==> src/rtl/spi_port_pkg.sv <==
package spi_port_pkg;

  typedef enum logic [1:0] {
    ROLE_OFF    = 2'd0,
    ROLE_MASTER = 2'd1,
    ROLE_SLAVE  = 2'd2
  } role_e;

  localparam logic [1:0] ADDR_CTRL = 2'd0;
  localparam logic [1:0] ADDR_DATA = 2'd1;
  localparam logic [1:0] ADDR_STAT = 2'd2;

  // Modes 0..3 master, 4..5 slave, anything else is treated as off.
  function automatic role_e role_of(input logic en, input logic [3:0] mode);
    if (!en) return ROLE_OFF;
    case (mode)
      4'd0, 4'd1, 4'd2, 4'd3: return ROLE_MASTER;
      4'd4, 4'd5:             return ROLE_SLAVE;
      default:                return ROLE_OFF;
    endcase
  endfunction

endpackage

==> src/rtl/spi_sync.sv <==
module spi_sync #(
  parameter int W = 2,
  parameter int STAGES = 2,
  parameter logic [W-1:0] RST_VAL = '0
) (
  input  logic         clk,
  input  logic         rst_n,
  input  logic [W-1:0] d,
  output logic [W-1:0] q
);
  logic [W-1:0] chain [STAGES];

  always_ff @(posedge clk or negedge rst_n) begin
    if (!rst_n) chain[0] <= RST_VAL;
    else        chain[0] <= d;
  end

  for (genvar s = 1; s < STAGES; s++) begin : g_stage
    always_ff @(posedge clk or negedge rst_n) begin
      if (!rst_n) chain[s] <= RST_VAL;
      else        chain[s] <= chain[s-1];
    end
  end

  assign q = chain[STAGES-1];
endmodule

==> src/rtl/spi_baud.sv <==
module spi_baud #(
  parameter int DIV_FAST = 4,
  parameter int DIV_MID  = 16,
  parameter int DIV_SLOW = 64
) (
  input  logic       clk,
  input  logic       rst_n,
  input  logic       run,
  input  logic [1:0] sel,
  input  logic       tmr_tick,
  output logic       half_tick
);
  localparam int H_FAST = DIV_FAST / 2;
  localparam int H_MID  = DIV_MID / 2;
  localparam int H_SLOW = DIV_SLOW / 2;
  localparam int CW     = $clog2(H_SLOW + 1);

  logic [CW-1:0] cnt;
  logic [CW-1:0] lim;
  logic          hit;

  always_comb begin
    case (sel)
      2'd0:    lim = CW'(H_FAST);
      2'd1:    lim = CW'(H_MID);
      default: lim = CW'(H_SLOW);
    endcase
  end

  assign hit = (cnt == lim - 1'b1);

  always_ff @(posedge clk or negedge rst_n) begin
    if (!rst_n)               cnt <= '0;
    else if (!run || hit)     cnt <= '0;
    else                      cnt <= cnt + 1'b1;
  end

  // Mode 3: every timer pulse is one SCK half-period.
  assign half_tick = run && ((sel == 2'd3) ? tmr_tick : hit);

  // a divided half-period is never shorter than two clocks
  p_div_gap_r2: assert property (@(posedge clk) disable iff (!rst_n)
    (run && sel != 2'd3 && half_tick) |=> !half_tick);
endmodule

==> src/rtl/spi_engine.sv <==
module spi_engine
  import spi_port_pkg::*;
#(
  parameter int DW = 8
) (
  input  logic          clk,
  input  logic          rst_n,
  input  role_e         role,
  input  logic          m_half,
  input  logic          s_lead,
  input  logic          s_trail,
  input  logic          sel_ok,
  input  logic          load,
  input  logic [DW-1:0] load_word,
  input  logic          sdi,
  output logic          busy,
  output logic          phase,
  output logic          sdo_bit,
  output logic          done,
  output logic [DW-1:0] rx_word
);
  localparam int EDGES = 2 * DW;
  localparam int CW    = $clog2(EDGES);

  logic [DW-1:0] sr;
  logic [CW-1:0] cnt;
  logic          mrun;
  logic          sdo_q;
  logic          hold, edge_ev, lead, trail, last;

  assign hold    = (role == ROLE_OFF) || (role == ROLE_SLAVE && !sel_ok);
  assign edge_ev = (role == ROLE_MASTER) ? (mrun && m_half) : 1'b0;
  // Even count: next edge leaves idle; odd count: next edge returns to idle.
  assign lead  = !cnt[0] && ((role == ROLE_MASTER) ? edge_ev : (role == ROLE_SLAVE && s_lead));
  assign trail =  cnt[0] && ((role == ROLE_MASTER) ? edge_ev : (role == ROLE_SLAVE && s_trail));
  assign last  = trail && (cnt == CW'(EDGES - 1));

  always_ff @(posedge clk or negedge rst_n) begin
    if (!rst_n) begin
      sr    <= '0;
      cnt   <= '0;
      mrun  <= 1'b0;
      sdo_q <= 1'b0;
      done  <= 1'b0;
    end else begin
      done <= 1'b0;
      if (hold) begin
        cnt  <= '0;
        mrun <= 1'b0;
      end else begin
        if (lead) begin
          sdo_q <= sr[DW-1];
          cnt   <= cnt + 1'b1;
        end
        if (trail) begin
          sr <= {sr[DW-2:0], sdi};
          if (last) begin
            cnt  <= '0;
            mrun <= 1'b0;
            done <= 1'b1;
          end else begin
            cnt <= cnt + 1'b1;
          end
        end
      end
      if (load) begin
        sr   <= load_word;
        mrun <= (role == ROLE_MASTER);
      end
    end
  end

  assign busy    = mrun || (cnt != '0);
  assign phase   = cnt[0];
  assign sdo_bit = sdo_q;
  assign rx_word = sr;

  // completion leaves the engine idle
  p_done_idle_r4: assert property (@(posedge clk) disable iff (!rst_n)
    done |-> !busy);
  // a deselected slave has its bit count cleared by the next cycle
  p_desel_reset_r10: assert property (@(posedge clk) disable iff (!rst_n)
    (role == ROLE_SLAVE && !sel_ok) |=> (cnt == '0));
endmodule

==> src/rtl/spi_port.sv <==
module spi_port
  import spi_port_pkg::*;
#(
  parameter int DW          = 8,
  parameter int DIV_FAST    = 4,
  parameter int DIV_MID     = 16,
  parameter int DIV_SLOW    = 64,
  parameter int SYNC_STAGES = 2
) (
  input  logic          clk,
  input  logic          rst_n,
  input  logic [1:0]    reg_addr,
  input  logic          reg_wr,
  input  logic          reg_rd,
  input  logic [DW-1:0] reg_wdata,
  output logic [DW-1:0] reg_rdata,
  input  logic          tmr_tick,
  input  logic          sck_in,
  output logic          sck_out,
  output logic          sck_oe,
  input  logic          sdi,
  output logic          sdo,
  output logic          sdo_oe,
  input  logic          ss_n
);
  // Control register fields
  logic [3:0]    mode_q;
  logic          en_q, cpol_q, wcol_q, ovf_q;
  logic [DW-1:0] buf_q;
  logic          bf_q;

  role_e role;
  logic  is_m, is_s;
  logic  sck_s, ss_s, sck_prev;
  logic  s_edge, s_lead, s_trail, sel_ok;
  logic  wr_ctrl, wr_data, rd_data, load, wcol_set;
  logic  busy, phase, sdo_bit, done, m_half;
  logic  drop, keep;
  logic [DW-1:0] rx_word;

  assign role = role_of(en_q, mode_q);
  assign is_m = (role == ROLE_MASTER);
  assign is_s = (role == ROLE_SLAVE);

  spi_sync #(.W(2), .STAGES(SYNC_STAGES), .RST_VAL(2'b10)) u_sync (
    .clk   (clk),
    .rst_n (rst_n),
    .d     ({ss_n, sck_in}),
    .q     ({ss_s, sck_s})
  );

  always_ff @(posedge clk or negedge rst_n) begin
    if (!rst_n) sck_prev <= 1'b0;
    else        sck_prev <= sck_s;
  end

  assign s_edge  = sck_s ^ sck_prev;
  assign s_lead  = s_edge && (sck_s != cpol_q);
  assign s_trail = s_edge && (sck_s == cpol_q);
  // Mode 5 (bit 0 set) ignores select; mode 4 needs ss_n low.
  assign sel_ok  = is_s && (mode_q[0] || !ss_s);

  spi_baud #(.DIV_FAST(DIV_FAST), .DIV_MID(DIV_MID), .DIV_SLOW(DIV_SLOW)) u_baud (
    .clk       (clk),
    .rst_n     (rst_n),
    .run       (is_m && busy),
    .sel       (mode_q[1:0]),
    .tmr_tick  (tmr_tick),
    .half_tick (m_half)
  );

  assign wr_ctrl  = reg_wr && (reg_addr == ADDR_CTRL);
  assign wr_data  = reg_wr && (reg_addr == ADDR_DATA);
  assign rd_data  = reg_rd && (reg_addr == ADDR_DATA);
  assign load     = wr_data && (role != ROLE_OFF) && !busy;
  assign wcol_set = wr_data && (role != ROLE_OFF) && busy;

  spi_engine #(.DW(DW)) u_engine (
    .clk       (clk),
    .rst_n     (rst_n),
    .role      (role),
    .m_half    (m_half),
    .s_lead    (s_lead),
    .s_trail   (s_trail),
    .sel_ok    (sel_ok),
    .load      (load),
    .load_word (reg_wdata),
    .sdi       (sdi),
    .busy      (busy),
    .phase     (phase),
    .sdo_bit   (sdo_bit),
    .done      (done),
    .rx_word   (rx_word)
  );

  // A slave byte arriving on an unread buffer is dropped.
  assign drop = done && is_s && bf_q;
  assign keep = done && !drop;

  always_ff @(posedge clk or negedge rst_n) begin
    if (!rst_n) begin
      mode_q <= '0;
      en_q   <= 1'b0;
      cpol_q <= 1'b0;
      wcol_q <= 1'b0;
      ovf_q  <= 1'b0;
      buf_q  <= '0;
      bf_q   <= 1'b0;
    end else begin
      if (wr_ctrl) begin
        mode_q <= reg_wdata[7:4];
        en_q   <= reg_wdata[3];
        cpol_q <= reg_wdata[2];
      end
      if (wcol_set)                     wcol_q <= 1'b1;
      else if (wr_ctrl && !reg_wdata[1]) wcol_q <= 1'b0;
      if (drop)                         ovf_q <= 1'b1;
      else if (wr_ctrl && !reg_wdata[0]) ovf_q <= 1'b0;
      if (keep) begin
        buf_q <= rx_word;
        bf_q  <= 1'b1;
      end else if (rd_data) begin
        bf_q  <= 1'b0;
      end
    end
  end

  always_comb begin
    case (reg_addr)
      ADDR_CTRL: reg_rdata = {mode_q, en_q, cpol_q, wcol_q, ovf_q};
      ADDR_DATA: reg_rdata = buf_q;
      ADDR_STAT: reg_rdata = {{(DW-2){1'b0}}, busy, bf_q};
      default:   reg_rdata = '0;
    endcase
  end

  assign sck_out = cpol_q ^ (is_m & phase);
  assign sck_oe  = is_m;
  assign sdo     = sdo_bit;
  assign sdo_oe  = is_m | sel_ok;

  // collision flag is sticky until a clearing control write
  p_wcol_sticky_r5: assert property (@(posedge clk) disable iff (!rst_n)
    (wcol_q && !(wr_ctrl && !reg_wdata[1])) |=> wcol_q);
  // slave overflow sets the flag and leaves the buffer untouched
  p_ovf_keep_r7: assert property (@(posedge clk) disable iff (!rst_n)
    (done && is_s && bf_q) |=> (ovf_q && $stable(buf_q)));
  // no overflow can arise while acting as master
  p_no_ovf_master_r8: assert property (@(posedge clk) disable iff (!rst_n)
    (is_m && !ovf_q) |=> !ovf_q);
  // a disabled port has no transfer running on the next cycle
  p_off_idle_r12: assert property (@(posedge clk) disable iff (!rst_n)
    (role == ROLE_OFF) |=> !busy);
endmodule

==> config.mk <==
export PLATFORM = sky130hd
export DESIGN_NAME = spi_port
export DESIGN_NICKNAME = d
export VERILOG_FILES = /design/src/rtl/spi_port_pkg.sv /design/src/rtl/spi_sync.sv /design/src/rtl/spi_baud.sv /design/src/rtl/spi_engine.sv /design/src/rtl/spi_port.sv
export SDC_FILE = /design/constraint.sdc
export NUM_CORES = 1
export LEC_CHECK = 0
export BUFFER_PORTS_ARGS = -buffer_cell sky130_fd_sc_hd__buf_2
export CELL_PAD_IN_SITES_DETAIL_PLACEMENT = 0
export CELL_PAD_IN_SITES_GLOBAL_PLACEMENT = 1
export CORE_ASPECT_RATIO = 0.6
export CORE_MARGIN = 2
export CORE_UTILIZATION = 49
export CTS_CLUSTER_SIZE = 24
export DETAILED_ROUTE_END_ITERATION = 16
export PLACE_DENSITY_LB_ADDON = 0.1
export SETUP_SLACK_MARGIN = 0.5
export SLEW_MARGIN = 30
export SYNTH_ARGS = -nofsm -noshare
export SYNTH_HDL_FRONTEND = slang
export SYNTH_HIERARCHICAL = 1
export SYNTH_SLANG_ARGS = --single-unit
==> constraint.sdc <==
create_clock -name clk -period 10.2 [get_ports clk]
set_clock_uncertainty 0.1 [all_clocks]
set_input_delay 1.02 -clock clk [delete_from_list [all_inputs] [get_ports clk]]
set_output_delay 1.02 -clock clk [all_outputs]
set_load 0.02 [all_outputs]
# Word level (Yosys, flattened, before mapping)
# Index checks and enable logic that the tools add are counted.
[op_classes]
n_addsub = 3
mul = 0
n_div = 0
n_lt_le_gt_ge = 0
n_eq_ne = 16
n_shift = 0
n_mux = 28
bitwise = 5
n_reduce_logical = 53
[ops]
columns = ["operator", "n"]
rows = [
  ["2-to-1 mux 8 bit", 3],
  ["one-hot mux 8 bit (3 select lines)", 1],
  ["logical AND 1 bit", 23],
  ["2-to-1 mux 1 bit", 16],
  ["2-to-1 mux 4 bit", 4],
  ["one-hot mux 6 bit (2 select lines)", 1],
  ["nonzero test 2 bit", 5],
  ["nonzero test 3 bit", 3],
  ["== test 4 x 2 -> 1 bit (second input constant)", 2],
  ["== test 4 x 3 -> 1 bit (second input constant)", 2],
  ["zero test 1 bit", 8],
  ["adder 6 x 1 -> 6 bit (second input constant)", 1],
  ["== test 2 x 1 -> 1 bit (second input constant)", 3],
  ["== test 2 bit (second input constant)", 3],
  ["== test 6 bit", 1],
  ["zero test 2 bit", 3],
  ["2-to-1 mux 6 bit", 1],
  ["AND reduction 2 bit", 3],
  ["subtractor 6 x 1 -> 6 bit (second input constant)", 1],
  ["adder 4 x 1 -> 4 bit (second input constant)", 1],
  ["== test 4 x 1 -> 1 bit (second input constant)", 1],
  ["== test 4 bit (second input constant)", 1],
  ["zero test 4 bit", 1],
  ["logical OR 1 bit", 4],
  ["12 further kinds", 13],
]
[totals]
ff_bits = 43
latch_bits = 0
mem_bits_rw = 0
mem_bits_ro = 0
inputBits = 18
output_inout_bits = 12
wordCells = 121
mem_count = 0

# Longest topological paths before layout
[depth]
depth_word = 15
ltp_mapped = 11

# Modules after synthesis
# Netlist, hierarchy kept.
[modules_own_cells]
columns = ["mod", "instances", "cells_per_inst", "area_each_um2", "seq_area_each_um2"]
rows = [
  ["spi_port", 1, 82, 952.2, 450.4],
  ["spi_engine", 1, 67, 838.3, 375.4],
  ["spi_baud", 1, 39, 400.4, 150.1],
  ["spi_sync", 1, 6, 117.6, 102.6],
]

# Worst setup path before layout
# Ideal clock, no wire load.
[synth_path]
path_type = "reg-to-reg"
startpoint = "reg mode_q[1]"
endpoint = "reg u_engine.sr[0] (netlist: u_engine/rx_word[0])"
arrival_ns = 3.011
t_required_ns = 9.975
setup_slack_ns = 6.964
path_stages_with_launch = 10
cell_sequence = "dfrtp_1 -> or2_2 -> ha_1 -> xnor2_1 -> a2111oi_4 -> a41o_1 -> nand4b_4 -> a211oi_4 -> mux2_2 -> mux2_2"
[synth_via]
elab_chain_cells = 12
[synth_rtl]
columns = ["item", "line", "rtl"]
rows = [
  ["from (decl)", "spi_port.sv:27", "logic [3:0] mode_q;"],
  ["from (signal assigned)", "spi_port.sv:111", "mode_q <= reg_wdata[7:4];"],
  ["parallel branches: the longest is 6 deep, another holds subtractor 6 x 1 -> 6 bit", "--", ""],
  ["logical AND 1 bit (*)", "spi_baud.sv:39", "assign half_tick = run && ((sel == 2'd3) ? tmr_tick : hit);"],
  ["net m_half", "spi_port.sv:37", "logic busy, phase, sdo_bit, done, m_half;"],
  ["logical AND 1 bit (*)", "spi_engine.sv:32", "assign edge_ev = (role == ROLE_MASTER) ? (mrun && m_half) : 1'b0;"],
  ["2-to-1 mux 1 bit (*)", "spi_engine.sv:35", "assign trail = cnt[0] && ((role == ROLE_MASTER) ? edge_ev : (role == ROLE_SLAVE && s_trail));"],
  ["logical AND 1 bit (*)", "spi_engine.sv:35", ""],
  ["nonzero test 2 bit (no source line) (*)", "--", ""],
  ["AND reduction 2 bit (no source line) (*)", "--", ""],
  ["to (signal assigned)", "spi_engine.sv:56", "sr <= {sr[DW-2:0], sdi};"],
  ["to (signal assigned)", "spi_engine.sv:67", "sr <= load_word;"],
  ["to (decl)", "spi_engine.sv:25", "logic [DW-1:0] sr;"],
]
# Mark *: on every way through the listed nets, which the timed path passes.
# A chain may end at the register's enable or synchronous reset.

# Final worst setup path
[layout_path]
startpoint = "reg mode_q[1]"
endpoint = "reg u_engine.sr[6] (netlist: u_engine/rx_word[6])"
# Same word-level chain as after synthesis.

==> flow_summary.toml <==
[detailed_routing]
wl_per_cell_um = 16.75
drtPass1Iterations = 4
wirelength_um = 4840
drt_iter0_markers = 67
drc = 0
vias_per_cell = 5.388
ant_nets = 0
num_vias = 1557

[placed_design]
hpwl_um = 3595
postPlaceCellArea_um2 = 2509
port_buffers = 29
routabilityCongestion = 0.8415

[worst_hold_path]
hp-class = "reg2reg"
hold_path.startpoint = "u_sync/chain[2]$_DFF_PN0_"

[floorplan]
initial_utilization_pct = 50.84
fp.coreArea_um2 = 4541
die_h_um = 57.17
boundaryPins = 30
dieArea_um2 = 5294
num_rows = 19
fp.dieW_um = 92.61

[setup_path]
critPathMaxFanout = 10
reg2reg_from = "mode_q[1]$_DFFE_PN0P_"
critPathKind = "reg2reg"
cp-start-kind = "register"
crit_arrival_ns = 3.69
critPathRequiredTime_ns = 10.28
cp-startpoint = "mode_q[1]$_DFFE_PN0P_"
crit_path_end_kind = "register"

[clock_network]
clkSinkCount = 43
clock_path_buffers = 2
clk_latency_ns = 0.29
cts-resized-gates = 0
tritoncts = "built"
root_buffer = "clkbuf_8"
cts_hold_buffers = 0
cts_made_buffers = 5
postCtsSetupBuffers = 0
clk_pin_slew_worst_paths_ns = 0.08
htree_levels = 2

[sta]
finalCritPeriodShare_pct = 35.32
finalSetupTns_ns = 0
tightest_slew_ns = 0.8578
maxSlewViolCount = 0
slew_headroom_pct = 42.60
grt_setup_unrepaired = "false"
layout_min_cycle_time_ns = 3.603
max_freq_ghz = 0.2776
hold_violations = 0
setup_violations = 0

[global_routing]
track_usage_pct = 20.23
grt_first_pass_wirelength_um = 8073
antenna_found_initial = 0
grt_pass1_vias = 1577
grt_max_degree = 44
grt_overflow = 0

[pwr]
p_total_uw = 434.4
p_sw_share_pct = 27.26
p_comb_share_pct = 19.7
power_density_nw_per_um2 = 165.2
leakagePower_uw = 0.001248
ir_drop_mv = 0.1100
switching_power_uw = 118.4
p_int_uw = 316.0
p_seq_share_pct = 48.6
power_frac_clock_pct = 31.7

[logic_synthesis]
yosysUniqueCellTypes = 49
yosys_register_bits = 43
synth_nets = 216
postSynthCellCount = 194
netlist.area_leader.share_pct = 44.44
synthTopCellsByArea = "dfrtp_1, mux2_2, mux2i_1"
avgSynthCellArea_um2 = 11.90
synth_area_um2 = 2308
seq_area_frac_synth_pct = 46.72
yosysWarningCount = 6
post-synth-top-area-cell = "dfrtp_1"

[status]
run_status = "complete, no violations"

[finish]
final_cell_mix = "dfrtp_1, mux2_2, buf_2, nor2_1, mux2i_1"
stdcell_area_um2 = 2629
final_nets = 247
syn2layout_area_growth_pct = 13.88
drive_above_1_share_pct = 38.50
final_common_cell = "dfrtp_1"
antenna_cells = 0

[flow_run]
cap_violations = 0
[layout make-up]
class | count | area, um^2
sequential | 43 | 1079
fill | 384 | 1912
tap | 63 | 78.83
clock buffer | 6 | 82.58
clock inverter | 2 | 35.03
timing repair buffer | 30 | 155.1
multi-input combinational | 134 | 1157
inverter | 11 | 41.29
[path summary, 6_finish.rpt]
check,endpoint,slack (ns),cells past startpoint
worst min-delay path,u_sync/q[0]$_DFF_PN0_,0.26,0
worst min register to register,u_sync/q[0]$_DFF_PN0_,0.26,0
worst max register to register,u_engine/rx_word[6]$_DFFE_PN0P_,6.60,9
worst max-delay path,u_engine/rx_word[6]$_DFFE_PN0P_,6.60,9
min in group asynchronous,buf_q[4]$_DFFE_PN0P_,0.60,1
max in group asynchronous,u_sync/q[1]$_DFF_PN1_,9.03,1
[power by group through the flow]
stage               Combinational, uW  Sequential (uW)  Clock, uW
global placement                 83.9              213          0
CTS                              86.4              210        141
detailed placement               85.8              214          0
finish                           85.6              211        138
floorplan                        67.0              206          0
global route                     94.0              214        148
[per-layer routing]
layer  vias up  part of all wire, %  global-route usage [%]
met3         4                  4.8                   4.227
met2        37                   42                   28.88
met5         -                    0                       0
li1        751                    -                       -
met1       765                   52                   31.14
met4         0                 0.91                   6.303
[cells by family after synthesis]
| logic type | share of synthesized area (%) |
|---|---|
| muxes | 20.27 |
| adders and majority gates | 2.168 |
| AOI/OAI and AO/OA | 10.90 |
| and+or+nand+nor | 14.53 |
| buffers and inverters | 3.143 |
| DFF | 46.72 |
| xor gates and xnor gates | 2.277 |
[worst max-delay path: stages, from the launching register on]
cell and delay (ns):
dfrtp_1 0.48, or2_2 0.31, ha_1 0.31, xnor2_1 0.16, a2111oi_4 0.47, a41o_1 0.30
nand4b_4 0.15, a211oi_4 0.54, mux2_2 0.40, mux2_2 0.26
[synthesized netlist by cell type (all sizes together)]
| master | instances |
|---|---|
| mux2 | 30 |
| dfrtp | 41 |
| or4 | 1 |
| and4bb | 1 |
| buf | 4 |
| dfstp | 2 |
| a21boi | 2 |
| ha | 4 |
| a221oi | 1 |
| o2bb2ai | 1 |
| and2 | 1 |
| xor2 | 3 |
| mux2i | 13 |
| o31ai | 1 |
| nor2b | 3 |
| clkbuf | 2 |
| a21o | 1 |
| xnor2 | 3 |
| nor3b | 4 |
| a32o | 2 |
| nand2b | 5 |
| or4b | 1 |
| nand2 | 10 |
| a211oi | 6 |
| or2 | 2 |
| a21oi | 3 |
| o21ai | 4 |
| o31a | 1 |
| or3 | 1 |
| nand4b | 1 |
| nor2 | 15 |
| nand3b | 1 |
| a2111oi | 1 |
| inv | 11 |
| nand4 | 2 |
| a41o | 2 |
| nand3 | 3 |
| a211o | 1 |
| o211ai | 1 |
| nor3 | 1 |
| and2b | 1 |
| or2b | 1 |
[through the flow]
| stage | instances | worst slack [ns] | utilization, % | hold WS, ns |
|---|---|---|---|---|
| floorplan | 194 | 6.964 | - | 0.2312 |
| global placement | 281 | 6.755 | 55.25 | 0.2346 |
| detailed placement | 281 | 6.689 | 55.25 | 0.2426 |
| CTS | 289 | 6.639 | 57.84 | 0.2614 |
| global route | 289 | 6.447 | 57.89 | 0.2711 |
| finish | 289 | 6.597 | 57.89 | 0.2578 |
[registers in the layout (all words and copies together) (netlist names), 2 cells and up]
| register | cells |
|---|---|
| mode_q | 4 |
| buf_q | 8 |
| u_engine/rx_word | 8 |
| u_sync/chain | 2 |
| u_baud/cnt | 6 |
| u_engine/cnt | 4 |
| u_sync/q | 2 |
Power figures use the tool's default switching activity.
